===== src/rtl/jdc_pkg.sv =====
`timescale 1ns/1ps
package jdc_pkg;

   localparam int unsigned JDC_MAX_STAGES = 16;

   typedef logic [31:0] jdc_vec_t;

   // Count neighbouring-bit changes in the lowest n bits of v.
   // A legal Johnson pattern has at most one such change.
   function automatic int unsigned jdc_transitions(input jdc_vec_t v, input int unsigned n);
      int unsigned cnt;
      cnt = 0;
      for (int unsigned i = 0; i < 31; i++) begin
         if ((i + 1 < n) && (v[i] != v[i+1])) cnt++;
      end
      return cnt;
   endfunction

   function automatic logic jdc_is_legal(input jdc_vec_t v, input int unsigned n);
      return jdc_transitions(v, n) <= 1;
   endfunction

endpackage


===== src/rtl/jdc_edge_sampler.sv =====
`timescale 1ns/1ps
module jdc_edge_sampler #(
   parameter int unsigned SYNC_DEPTH = 2
) (
   input  logic clk_i,
   input  logic step_i,
   input  logic inhibit_i,
   output logic step_lvl_o,
   output logic inhibit_lvl_o,
   output logic step_rise_o,
   output logic inhibit_fall_o
);

   logic [SYNC_DEPTH-1:0] step_sync_q;
   logic [SYNC_DEPTH-1:0] inh_sync_q;
   logic                  step_prev_q;
   logic                  inh_prev_q;

   generate
      if (SYNC_DEPTH < 1) begin : g_bad_depth
         $error("jdc_edge_sampler: SYNC_DEPTH must be at least 1");
      end
      if (SYNC_DEPTH == 1) begin : g_single
         always_ff @(posedge clk_i) begin
            step_sync_q <= step_i;
            inh_sync_q  <= inhibit_i;
         end
      end else begin : g_chain
         always_ff @(posedge clk_i) begin
            step_sync_q <= {step_sync_q[SYNC_DEPTH-2:0], step_i};
            inh_sync_q  <= {inh_sync_q[SYNC_DEPTH-2:0], inhibit_i};
         end
      end
   endgenerate

   always_ff @(posedge clk_i) begin
      step_prev_q <= step_sync_q[SYNC_DEPTH-1];
      inh_prev_q  <= inh_sync_q[SYNC_DEPTH-1];
   end

   assign step_lvl_o     = step_sync_q[SYNC_DEPTH-1];
   assign inhibit_lvl_o  = inh_sync_q[SYNC_DEPTH-1];
   assign step_rise_o    = step_lvl_o & ~step_prev_q;
   assign inhibit_fall_o = ~inhibit_lvl_o & inh_prev_q;

endmodule


===== src/rtl/jdc_release_sync.sv =====
`timescale 1ns/1ps
module jdc_release_sync #(
   parameter int unsigned DEPTH = 2
) (
   input  logic clk_i,
   input  logic clear_i,
   output logic hold_o
);

   logic [DEPTH-1:0] hold_q;

   generate
      if (DEPTH < 1) begin : g_bad_depth
         $error("jdc_release_sync: DEPTH must be at least 1");
      end
      if (DEPTH == 1) begin : g_single
         always_ff @(posedge clk_i or posedge clear_i) begin
            if (clear_i) hold_q <= 1'b1;
            else         hold_q <= 1'b0;
         end
      end else begin : g_chain
         always_ff @(posedge clk_i or posedge clear_i) begin
            if (clear_i) hold_q <= '1;
            else         hold_q <= {hold_q[DEPTH-2:0], 1'b0};
         end
      end
   endgenerate

   assign hold_o = hold_q[DEPTH-1];

endmodule


===== src/rtl/jdc_ring.sv =====
`timescale 1ns/1ps
module jdc_ring
   import jdc_pkg::*;
#(
   parameter int unsigned STAGES = 5
) (
   input  logic              clk_i,
   input  logic              clear_i,
   input  logic              hold_i,
   input  logic              adv_i,
   output logic [STAGES-1:0] state_o
);

   localparam int unsigned PAD = 32 - STAGES;

   logic [STAGES-1:0] state_q;
   logic [STAGES-1:0] state_next;
   logic              legal;

   always_comb begin
      legal = jdc_is_legal({{PAD{1'b0}}, state_q}, STAGES);
      if (legal) state_next = {state_q[STAGES-2:0], ~state_q[STAGES-1]};
      else       state_next = '0;
   end

   always_ff @(posedge clk_i or posedge clear_i) begin
      if (clear_i)     state_q <= '0;
      else if (hold_i) state_q <= '0;
      else if (adv_i)  state_q <= state_next;
   end

   assign state_o = state_q;

endmodule


===== src/rtl/jdc_decoder.sv =====
`timescale 1ns/1ps
module jdc_decoder #(
   parameter int unsigned STAGES = 5
) (
   input  logic [STAGES-1:0]   state_i,
   output logic [2*STAGES-1:0] dec_o,
   output logic                carry_o
);

   localparam int unsigned DIVISOR = 2 * STAGES;

   // Each output looks at one pair of neighbouring ring bits.
   generate
      for (genvar k = 0; k < DIVISOR; k++) begin : g_line
         if (k == 0) begin : g_zero
            assign dec_o[k] = ~state_i[0] & ~state_i[STAGES-1];
         end else if (k < STAGES) begin : g_fill
            assign dec_o[k] = state_i[k-1] & ~state_i[k];
         end else if (k == STAGES) begin : g_full
            assign dec_o[k] = state_i[0] & state_i[STAGES-1];
         end else begin : g_drain
            assign dec_o[k] = ~state_i[k-STAGES-1] & state_i[k-STAGES];
         end
      end
   endgenerate

   assign carry_o = ~state_i[STAGES-1];

endmodule


===== src/rtl/johnson_decade_counter.sv =====
`timescale 1ns/1ps
module johnson_decade_counter
   import jdc_pkg::*;
#(
   parameter int unsigned STAGES        = 5,
   parameter int unsigned SYNC_DEPTH    = 2,
   parameter int unsigned RELEASE_DEPTH = 2
) (
   input  logic                clk_i,
   input  logic                clear_i,
   input  logic                step_i,
   input  logic                inhibit_i,
   output logic [2*STAGES-1:0] dec_o,
   output logic                carry_o
);

   localparam int unsigned DIVISOR = 2 * STAGES;

   generate
      if (STAGES < 2 || STAGES > JDC_MAX_STAGES) begin : g_bad_stages
         $error("johnson_decade_counter: STAGES out of range");
      end
   endgenerate

   logic              step_lvl;
   logic              inhibit_lvl;
   logic              step_rise;
   logic              inhibit_fall;
   logic              hold;
   logic              count_evt;
   logic [STAGES-1:0] ring_state;

   jdc_edge_sampler #(.SYNC_DEPTH(SYNC_DEPTH)) u_sampler (
      .clk_i          (clk_i),
      .step_i         (step_i),
      .inhibit_i      (inhibit_i),
      .step_lvl_o     (step_lvl),
      .inhibit_lvl_o  (inhibit_lvl),
      .step_rise_o    (step_rise),
      .inhibit_fall_o (inhibit_fall)
   );

   jdc_release_sync #(.DEPTH(RELEASE_DEPTH)) u_release (
      .clk_i   (clk_i),
      .clear_i (clear_i),
      .hold_o  (hold)
   );

   // Either edge condition counts; both together count once.
   assign count_evt = ~hold & ((step_rise & ~inhibit_lvl) | (inhibit_fall & step_lvl));

   jdc_ring #(.STAGES(STAGES)) u_ring (
      .clk_i   (clk_i),
      .clear_i (clear_i),
      .hold_i  (hold),
      .adv_i   (count_evt),
      .state_o (ring_state)
   );

   jdc_decoder #(.STAGES(STAGES)) u_dec (
      .state_i (ring_state),
      .dec_o   (dec_o),
      .carry_o (carry_o)
   );

   logic unused_div;
   assign unused_div = (DIVISOR == 0);

endmodule


===== config.mk =====
export PLATFORM = sky130hd
export DESIGN_NAME = johnson_decade_counter
export DESIGN_NICKNAME = d
export VERILOG_FILES = /design/src/rtl/jdc_pkg.sv /design/src/rtl/jdc_edge_sampler.sv /design/src/rtl/jdc_release_sync.sv /design/src/rtl/jdc_ring.sv /design/src/rtl/jdc_decoder.sv /design/src/rtl/johnson_decade_counter.sv
export SDC_FILE = /design/constraint.sdc
export NUM_CORES = 1
export LEC_CHECK = 0
export BUFFER_PORTS_ARGS = -buffer_cell sky130_fd_sc_hd__buf_2
export CORE_MARGIN = 4
export CORE_UTILIZATION = 57
export CTS_CLUSTER_DIAMETER = 100
export DETAILED_ROUTE_END_ITERATION = 8
export GPL_ROUTABILITY_DRIVEN = 0
export PLACE_DENSITY = 0.81
export SLEW_MARGIN = 10
export SYNTH_ARGS = -nofsm -noshare
export SYNTH_HDL_FRONTEND = slang
export SYNTH_HIERARCHICAL = 1
export SYNTH_SLANG_ARGS = --single-unit

===== constraint.sdc =====
create_clock -name clk_i -period 4.3 [get_ports clk_i]
set_input_delay 0.215 -clock clk_i [delete_from_list [all_inputs] [get_ports clk_i]]
set_output_delay 0.215 -clock clk_i [all_outputs]
set_load 0.05 [all_outputs]

# Word level (Yosys, flattened, before mapping)

Index checks and enable logic that the tools add are counted.

Logic and storage cells: 46
Bits in registers: 13
Output and inout port bits: 11
Bits of input ports: 4

Reductions and logical operators: 1
Add/sub/neg operators: 3
Equal/unequal tests: 4
Multiplexer cells: 7
Bitwise operators: 24
Magnitude comparators: 1

Operators by type and width:

| kind                                                                              | count |
|---|---|
| 32-bit by 1-bit adder with 32-bit output, second input constant                   | 3 |
| 32-bit 2-to-1 mux                                                                 | 3 |
| 32-bit by 1-bit less-or-equal comparator with 1-bit output, second input constant | 1 |
| 1-bit bitwise AND                                                                 | 15 |
| 5-bit 2-to-1 mux                                                                  | 3 |
| 1-bit NOT                                                                         | 8 |
| 1-bit inequality test                                                             | 4 |
| 2-bit nonzero test                                                                | 1 |
| 1-bit 2-to-1 mux                                                                  | 1 |
| 1-bit OR                                                                          | 1 |

# Logic depth before layout (Yosys ltp)

Gate-level depths: netlist of the first run.

Word-level depth: 12
Depth in mapped cells: 12

# Modules after synthesis

Netlist of the first run, hierarchy kept.

By module, submodules not included:

| module                 | sequential area each (µm²) | cells each | area an instance (µm²) | times used |
|---|---|---|---|---|
| jdc_ring               | 125.1                      | 66         | 518.0                  | 1 |
| jdc_edge_sampler       | 120.1                      | 8          | 147.6                  | 1 |
| jdc_decoder            | 0.0                        | 11         | 68.8                   | 1 |
| jdc_release_sync       | 52.6                       | 4          | 60.1                   | 1 |
| johnson_decade_counter | 0.0                        | 3          | 18.8                   | 1 |

# Worst setup path before layout of the first run

No wires, ideal clock.

Path kind: reg2reg
Start: register u_ring.state_q[1], in the netlist u_ring/state_o[1]
End: register u_ring.state_q[1], in the netlist u_ring/state_o[1]
Data arrival time: 2.418 ns
Cell stages (with the launch flop): 12
Clock period less this slack: 2.552 ns
Path buffers: 1
Slack: 1.748 ns
Required time: 4.167 ns
Cells stage by stage: dfrtp_1 -> buf_2 -> nor2b_1 -> nand2b_1 -> ha_1 -> xnor2_1 -> xnor2_1 -> ha_1 -> inv_1 -> o32a_1 -> mux2i_1 -> o31ai_1

Longest elaborated chain between the ends: 12
Elaborated cells on any way between the ends: 13

Ends and longest elaborated chain:

| element                                                        | RTL line       | text |
|---|---|---|
| from (decl)                                                    | jdc_ring.sv:16 | `logic [STAGES-1:0] state_q;` |
| from (signal assigned)                                         | jdc_ring.sv:29 | `else if (adv_i) state_q <= state_next;` |
| 1-bit inequality test                                          | jdc_pkg.sv:14  | `if ((i + 1 < n) && (v[i] != v[i+1])) cnt++;` |
| 1-bit 2-to-1 mux                                               | jdc_pkg.sv:14  |  |
| 32-bit by 1-bit adder with 32-bit output                       | jdc_pkg.sv:14  |  |
| 32-bit 2-to-1 mux (*)                                          | jdc_pkg.sv:14  |  |
| 32-bit by 1-bit adder with 32-bit output                       | jdc_pkg.sv:14  |  |
| 32-bit 2-to-1 mux (*)                                          | jdc_pkg.sv:14  |  |
| 32-bit by 1-bit adder with 32-bit output                       | jdc_pkg.sv:14  |  |
| 32-bit 2-to-1 mux (*)                                          | jdc_pkg.sv:14  |  |
| 32-bit by 1-bit less-or-equal comparator with 1-bit output (*) | jdc_pkg.sv:20  | `return jdc_transitions(v, n) <= 1;` |
| 5-bit 2-to-1 mux (*)                                           | jdc_ring.sv:22 | `if (legal) state_next = {state_q[STAGES-2:0], ~state_q[STAGES-1]};` |
| 5-bit 2-to-1 mux (*)                                           | jdc_ring.sv:29 |  |
| 5-bit 2-to-1 mux (*)                                           | jdc_ring.sv:28 | `else if (hold_i) state_q <= '0;` |

Mark *: on every way between the ends. The rest lies on a longest branch, timed or not. The select of a mux whose other input is x is not followed.
A chain may end at the register's enable or synchronous reset.

# Worst setup path after layout of the first run

Start: register u_ring.state_q[1], in the netlist u_ring/state_o[1]
End: register u_ring.state_q[3], in the netlist u_ring/state_o[3]

The elaborated chain is that of the path after synthesis.

==> reports/qor_table.md, run 1 <==
| Metric | This run | Unit |
|---|---|---|
| Worst-path maximum fanout | 17 | - |
| Final number of max-transition violations | 0 | - |
| Insertion delay of the later-clocked pin in the worst-skew pair | 270 | ps |
| RSZ-0062 raised after global routing | false | - |
| Sum of overflow across all layers after global routing | 0 | - |
| Share of the synthesized area in the top cell type | 15.4 | % |
| Measured slew at the worst slew-check pin | 533 | ps |
| Average detailed-routed wire length per instance | 11.9 | um |
| Rows | 13 | - |
| Largest vdd supply drop | 224 | uV |
| IO Pins | 15 | - |
| Net switching share of the total power | 24.9 | % |
| Resize count post-CTS | 0 | - |
| Largest net degree at the start of global routing | 20 | - |
| Yosys warns | 6 | - |
| Number of antenna violations at the first check in global routing | 0 | - |
| H-tree levels | 1 | - |
| Master cell of the clock root buffer | sky130_fd_sc_hd__clkbuf_4 | - |
| Synth area leaders | sky130_fd_sc_hd__dfrtp_1 15%, sky130_fd_sc_hd__dfxtp_1 15%, sky130_fd_sc_hd__nor2b_1 9.2% | - |
| Part of the power in the clock network | 31.9 | % |
| Internal | 0.171 | mW |
| Hold Violations, Final | 0 | - |
| Core outline area | 0.00132 | mm2 |
| Setup TNS | 0 | ps |
| Synth-to-Final Area Change | 12.6 | % |
| Hold bufs inserted after CTS | 1 | - |
| Post-CTS repair timing setup buffer count | 0 | - |
| Inserted Clock Buffers | 3 | - |
| Global-route wire length before repair | 2370 | um |
| Min-delay worst type | primary input to flip-flop | - |
| Number of nets in the finished design | 113 | - |
| Effective utilization at floorplan | 61.7 | % |
| Mean instance size in the synthesized netlist | 8.84 | um2 |
| Average vias per placed instance | 5.51 | - |
| Net switching power of the design | 0.0566 | mW |
| DIE AREA | 0.00210 | mm2 |
| Cells along the critical path | nor2b_1, nand2b_1, ha_1, xnor2_1, xnor2_1, ha_1, nor2b_1, o21ai_0, o2111ai_1, o31ai_1 | - |
| Number of nets still failing antenna checks after routing | 0 | - |
| Post-synth EDFFs | 0 | - |
| Smallest hold slack | 39.2 | ps |
| Part of the power in registers | 58.0 | % |
| Arrival time at the worst endpoint | 3080 | ps |
| Number of register bits inferred by synthesis | 13 | - |
| Number of instances in the synthesized netlist | 92 | - |
| CTS tree | built | - |
| IO buf count | 14 | - |
| CP required | 4470 | ps |
| Iteration count of the initial detailed-routing pass | 4 | - |
| Highest attainable clock frequency | 0.344 | GHz |
| DIE WIDTH | 45.8 | um |
| Via count of the first global-routing pass | 531 | - |
| Delay of the slowest cell on the worst path | 550 | ps |
| Number of max-capacitance violations reported | 0 | - |
| First-iteration detailed-routing DRC count | 27 | - |
| Flop-to-flop setup slack | 1390 | ps |
| Final min period | 2910 | ps |
| Fraction of layout instances using a drive strength above 1 | 24.5 | % |
| Netlist cell types | 34 | - |
| Post-synth design cell area | 813 | um2 |
| Post-synthesis async set-or-reset flop share | 53.8 | % |
| Drc violations | 0 | - |
| Number of cells on the worst reg-to-reg path | 10 | - |
| Fraction of the yosys area taken by sequential cells | 36.6 | % |
| Antenna diode count | 0 | - |
| Post-route clock period utilization | 67.7 | % |
| Dominant register cell in the synthesized netlist | sky130_fd_sc_hd__dfxtp_1 | - |
| Critical path's slowest cell | sky130_fd_sc_hd__dfrtp_1 | - |
| Element type at the critical path end | flip-flop | - |
| Via count of the routed design | 667 | - |
| Run status | completed | - |
| Total wire length | 1440 | um |
| Reg2reg start | u_ring/state_o[1]$_DFFE_PP0P_ | - |
| Syn Nets | 98 | - |
| Worst flop-to-flop path endpoint | u_ring/state_o[3]$_DFFE_PP0P_ | - |
| HPWL Detailed | 1060 | um |
| Clk sink count | 13 | - |
| Critical path class | flip-flop to flip-flop | - |
| Launching instance or port of the critical path | u_ring/state_o[1]$_DFFE_PP0P_ | - |
| Library cell occupying the most area in the post-synthesis netlist | sky130_fd_sc_hd__dfrtp_1 | - |
| Lkg Pwr | 0.421 | nW |
| Combinational share of power | 10.2 | % |
| Crit path launch type | flip-flop | - |
| Worst max-slew margin expressed relative to the limit | 64.5 | % |
| Number of failing setup endpoints in the final timing report | 0 | - |
| Maximum number of buffers from clock root to sink | 2 | - |
| Clock transition at the register clock pins on the worst setup and hold paths after CTS | 80 | ps |
| Die extent in y | 45.8 | um |
| Global-route usage over all layers | 15.7 | % |
| Cells on Worst Hold Path | 1 | - |
| Total Power Consumption | 0.227 | mW |
| Largest clock skew in the final design | 5.79 | ps |
| Pwr per Cell Area | 248 | mW/mm2 |
| Capture point of the worst path | u_ring/state_o[3]$_DFFE_PP0P_ | - |
## layout by cell type (no fill, tap or decap), types with 2 or more instances in the layout
master	netlist	routed
sky130_fd_sc_hd__xor2_1	2	2
sky130_fd_sc_hd__xnor2_1	2	2
sky130_fd_sc_hd__nor4bb_1	2	2
sky130_fd_sc_hd__dfrtp_1	5	5
sky130_fd_sc_hd__ha_1	2	2
sky130_fd_sc_hd__inv_1	4	4
sky130_fd_sc_hd__dfstp_2	2	2
sky130_fd_sc_hd__nor2_1	2	2
sky130_fd_sc_hd__clkbuf_4	0	3
sky130_fd_sc_hd__nor2b_1	12	12
sky130_fd_sc_hd__o211ai_1	2	2
sky130_fd_sc_hd__nor2b_4	2	2
sky130_fd_sc_hd__nand3_1	3	3
sky130_fd_sc_hd__dfxtp_1	6	6
sky130_fd_sc_hd__nand2_1	12	12
sky130_fd_sc_hd__and2b_2	2	2
sky130_fd_sc_hd__nand2b_1	5	5
sky130_fd_sc_hd__o31ai_1	4	4
sky130_fd_sc_hd__o21ai_0	4	4
sky130_fd_sc_hd__buf_2	4	14
## how the worst min path moves through the flow
stage          startpoint                               end  slack [ps]
2_1_floorplan     clear_i     u_ring/state_o[0]$_DFFE_PP0P_          -6
3_3_place_gp      clear_i     u_ring/state_o[4]$_DFFE_PP0P_         130
3_5_place_dp      clear_i     u_ring/state_o[0]$_DFFE_PP0P_         140
4_1_cts            step_i  u_sampler/step_sync_q[0]$_DFF_P_          30
5_1_grt            step_i  u_sampler/step_sync_q[0]$_DFF_P_          20
6_report           step_i  u_sampler/step_sync_q[0]$_DFF_P_          40
## cell type report
class	instances	area, um2
Inverter	4	15.0
Clock inverter	1	5.00
Multi-Input combinational cell	70	477
Tap cell	15	18.8
Sequential cell	13	298
Timing Repair Buffer	15	80.1
Fill cell	114	402
Clock buffer	3	22.5
## routing by layer
metal	global-route usage, %	share of wire, %	vias up
met5	0	0	-
met4	5.11	0.83	0
met3	4.74	10	2
met2	25.1	47	34
met1	20.1	41	291
li1	-	-	340
## power groups by stage
| stage | registers [mW] | clock network [mW] | logic (mW) |
|---|---|---|---|
| finish | 0.132 | 0.0724 | 0.0231 |
| global route | 0.133 | 0.0815 | 0.0252 |
| CTS | 0.132 | 0.0744 | 0.0233 |
| detailed placement | 0.134 | 0 | 0.0225 |
| global placement | 0.134 | 0 | 0.0217 |
| floorplan | 0.132 | 0 | 0.0195 |
## critical path, delay by kind of cell (launching register included)
family / cells / cell delay [ps]
AOI/OAI and AO/OA: 3 / 800
and+or+nand+nor: 3 / 520
DFF: 1 / 550
xor gates and xnor gates: 2 / 330
adders and majority gates: 2 / 600
## logic make-up after synthesis
logic type,Yosys count,synth area share (%)
AOI/OAI and AO/OA,16,14.5
buffers and inverters,9,4.77
DFF,13,36.6
and+or+nand+nor,46,35.1
other,1,0.461
xor gates and xnor gates,4,4.31
adders and majority gates,2,3.08
muxes,1,1.23
## Yosys cell counts, types with 3 or more instances
cell                        n
sky130_fd_sc_hd__buf_2      4
sky130_fd_sc_hd__dfrtp_1    5
sky130_fd_sc_hd__dfxtp_1    6
sky130_fd_sc_hd__inv_1      4
sky130_fd_sc_hd__nand2_1   12
sky130_fd_sc_hd__nand2b_1   5
sky130_fd_sc_hd__nand3_1    3
sky130_fd_sc_hd__nor2b_1   12
sky130_fd_sc_hd__o21ai_0    4
sky130_fd_sc_hd__o31ai_1    4
## flip-flops by register name, indices dropped and copies added (netlist names)
| name | cells |
|---|---|
| u_release/hold_q | 2 |
| u_ring/state_o | 5 |
| u_sampler/inh_prev_q | 1 |
| u_sampler/inh_sync_q | 2 |
| u_sampler/step_prev_q | 1 |
| u_sampler/step_sync_q | 2 |
## stage by stage
stage / std cells / cell area (um2) / util (%) / setup slack (ps)
after floorplan: 92 / 813 / - / 1750
after global placement: 116 / 878 / 66.7 / 1530
after detailed placement: 116 / 878 / 66.7 / 1420
after CTS: 121 / 916 / 69.5 / 1400
after global routing: 121 / 916 / 69.5 / 1140
final: 121 / 916 / 69.5 / 1390
Power figures use the tool's default switching activity.
==> run 2, diff against run 1 <==
--- a/config.mk
+++ b/config.mk
@@ -6,12 +6,13 @@
 export NUM_CORES = 1
 export LEC_CHECK = 0
 export BUFFER_PORTS_ARGS = -buffer_cell sky130_fd_sc_hd__buf_2
+export CORE_ASPECT_RATIO = 0.8
 export CORE_MARGIN = 4
-export CORE_UTILIZATION = 57
+export CORE_UTILIZATION = 48
 export CTS_CLUSTER_DIAMETER = 100
 export DETAILED_ROUTE_END_ITERATION = 8
 export GPL_ROUTABILITY_DRIVEN = 0
-export PLACE_DENSITY = 0.81
+export PLACE_DENSITY = 0.73
 export SLEW_MARGIN = 10
 export SYNTH_ARGS = -nofsm -noshare
 export SYNTH_HDL_FRONTEND = slang
==> constraint.sdc (replaced) <==
create_clock -name clk_i -period 2.6 [get_ports clk_i]
set_input_delay 0.13 -clock clk_i [delete_from_list [all_inputs] [get_ports clk_i]]
set_output_delay 0.13 -clock clk_i [all_outputs]
set_load 0.05 [all_outputs]
==> run 2 against run 1 <==
Effect of this change:
- setup slack worse by 1300 ps
- critical path depth did not move
- die area up 16%
- non-clock buffer count is 9 higher
- sequential power is 62% higher
- cell count grew 13%
- flip-flop and latch count unchanged
- wire length up 19%
- via count increased by 9.1%
- critical endpoint is now u_ring/state_o[4]$_DFFE_PP0P_
- largest power group unchanged
==> reports/qor_table.md, run 2 (synthesized netlist as in run 1, its figures left out) <==
| Metric | This run | Unit |
|---|---|---|
| Pwr per Cell Area | 371 | mW/mm2 |
| Synth-to-Final Area Change | 27.2 | % |
| Critical path class | flip-flop to flip-flop | - |
| Inserted Clock Buffers | 3 | - |
| Number of failing setup endpoints in the final timing report | 0 | - |
| Highest attainable clock frequency | 0.402 | GHz |
| Largest vdd supply drop | 449 | uV |
| CP required | 2740 | ps |
| Final min period | 2490 | ps |
| HPWL Detailed | 1250 | um |
| Net switching power of the design | 0.0921 | mW |
| Internal | 0.292 | mW |
| Total Power Consumption | 0.384 | mW |
| Net switching share of the total power | 24.0 | % |
| Clock transition at the register clock pins on the worst setup and hold paths after CTS | 70 | ps |
| Pre-CTS worst setup slack | 69.2 | ps |
| Via count of the first global-routing pass | 624 | - |
| Total wire length | 1730 | um |
| Worst setup margin | 114 | ps |
| Sum of overflow across all layers after global routing | 0 | - |
| First-iteration detailed-routing DRC count | 31 | - |
| Global-route wire length before repair | 2730 | um |
| Core outline area | 0.00161 | mm2 |
| Iteration count of the initial detailed-routing pass | 4 | - |
| Rows | 13 | - |
| Number of antenna violations at the first check in global routing | 0 | - |
| Final number of max-transition violations | 0 | - |
| Hold Violations, Final | 0 | - |
| Fraction of layout instances using a drive strength above 1 | 33.0 | % |
| Element type at the critical path end | flip-flop | - |
| Antenna diode count | 0 | - |
| Commonest cells after routing, fill and taps aside | 14 x sky130_fd_sc_hd__buf_2, 12 x sky130_fd_sc_hd__nand2_1, 12 x sky130_fd_sc_hd__nor2b_1 | - |
| Largest clock skew in the final design | 4.76 | ps |
| Largest net degree at the start of global routing | 15 | - |
| Lkg Pwr | 0.470 | nW |
| Number of nets in the finished design | 122 | - |
| H-tree levels | 1 | - |
| Clk sink count | 13 | - |
| IO buf count | 14 | - |
| Drc violations | 0 | - |
| Number of standard cells in the layout, taps in and fillers out | 137 | - |
| CTS tree | built | - |
| Post-route clock period utilization | 95.6 | % |
| DIE WIDTH | 54.0 | um |
| Average detailed-routed wire length per instance | 12.6 | um |
| Number of nets still failing antenna checks after routing | 0 | - |
| Combinational share of power | 13.3 | % |
| Global-route usage over all layers | 15.6 | % |
| Filler Cell Count | 143 | - |
| Number of flip-flops in the largest register | 5 | - |
| Effective utilization at floorplan | 50.5 | % |
| Master cell of the clock root buffer | sky130_fd_sc_hd__clkbuf_4 | - |
| Average vias per placed instance | 5.31 | - |
| Insertion delay of the later-clocked pin in the worst-skew pair | 270 | ps |
| Min-delay worst type | primary input to asynchronous set/reset pin | - |
| Via count of the routed design | 728 | - |
| Maximum number of buffers from clock root to sink | 2 | - |
| Run status | completed | - |
| Part of the power in registers | 55.9 | % |
| Setup TNS | 0 | ps |
| DIE AREA | 0.00242 | mm2 |
| Number of cells in the design after placement | 129 | - |
| Crit path launch type | flip-flop | - |
| Arrival time at the worst endpoint | 2630 | ps |
| IO Pins | 15 | - |
| Part of the power in the clock network | 30.8 | % |
| Most common cell after layout, fill and taps aside | sky130_fd_sc_hd__buf_2 | - |
| Die extent in y | 44.8 | um |
| Worst-path maximum fanout | 9 | - |
| Number of max-capacitance violations reported | 0 | - |
-- run 2: cell count changes in the layout (fill, tap and decap cells not counted), sizes merged --
cell	previous run	this run
clkinv	1	0
buf	14	21
dlygate4sd3	1	3
clkbuf	3	4
-- run 2: metal layers --
metal / vias to the layer above / wire length (um) / track usage, %
met1: 335 / 814 / 19.7
met5: - / 0 / 0
met2: 29 / 766 / 24.4
li1: 360 / - / -
met3: 4 / 130 / 5.94
met4: 0 / 14 / 5.47
-- run 2: per-stage QoR --
stage	utilization [%]	instance area, um2	hold WS [ps]
2_1_floorplan	-	813	-91.5
3_5_place_dp	57.9	932	47.5
4_1_cts	61.4	988	297
3_3_place_gp	57.9	932	43.2
5_1_grt	64.3	1030	324
6_report	64.3	1030	319
-- run 2: timing repair --
| action | in CTS | in global routing |
|---|---|---|
| gates resized for setup | 0 | 8 |
| buffers inserted | 0 | 1 |
| endpoints found under the hold margin | 9 | 0 |
| hold buffers | 3 | 0 |
| setup endpoints to repair | 0 | 4 |
-- run 2: path summary, 6_finish.rpt --
path	cells after the start	slack, ps	endpoint	start
setup / recovery	10	110	u_ring/state_o[4]$_DFFE_PP0P_	u_ring/state_o[1]$_DFFE_PP0P_
hold / removal	3	320	u_ring/state_o[1]$_DFFE_PP0P_	clear_i
setup reg to reg	10	110	u_ring/state_o[4]$_DFFE_PP0P_	u_ring/state_o[1]$_DFFE_PP0P_
hold reg to reg	0	330	u_sampler/inh_sync_q[1]$_DFF_P_	u_sampler/inh_sync_q[0]$_DFF_P_
max in group asynchronous	3	2100	u_ring/state_o[4]$_DFFE_PP0P_	clear_i
min in group clk_i	0	330	u_sampler/inh_sync_q[1]$_DFF_P_	u_sampler/inh_sync_q[0]$_DFF_P_
-- run 2: final cells by class --
type,count,area [um2],area share [%]
sequential,13,298,28.8
tap,22,27.5,2.66
multi-input combinational,70,515,49.8
clock buffer,4,26.3,2.54
inverter,4,15.0,1.45
timing repair buffer,24,153,14.8
-- run 2: worst max-delay path, stage by stage, from the launching register on --
cell                      delay, ps
sky130_fd_sc_hd__dfrtp_1        420
sky130_fd_sc_hd__buf_4          180
sky130_fd_sc_hd__xor2_1         140
sky130_fd_sc_hd__ha_1           320
sky130_fd_sc_hd__xnor2_2        150
sky130_fd_sc_hd__xnor2_1        150
sky130_fd_sc_hd__ha_2           240
sky130_fd_sc_hd__inv_1           60
sky130_fd_sc_hd__o32a_1         360
sky130_fd_sc_hd__mux2i_4        220
sky130_fd_sc_hd__o31ai_2        110
-- run 2: power groups by stage --
stage                     Clock, mW  Sequential (mW)  Combinational [mW]
after floorplan                   0            0.218              0.0322
after global routing          0.140            0.216              0.0550
after CTS                     0.126            0.214              0.0484
after global placement            0            0.218              0.0439
final                         0.118            0.214              0.0509
after detailed placement          0            0.219              0.0448
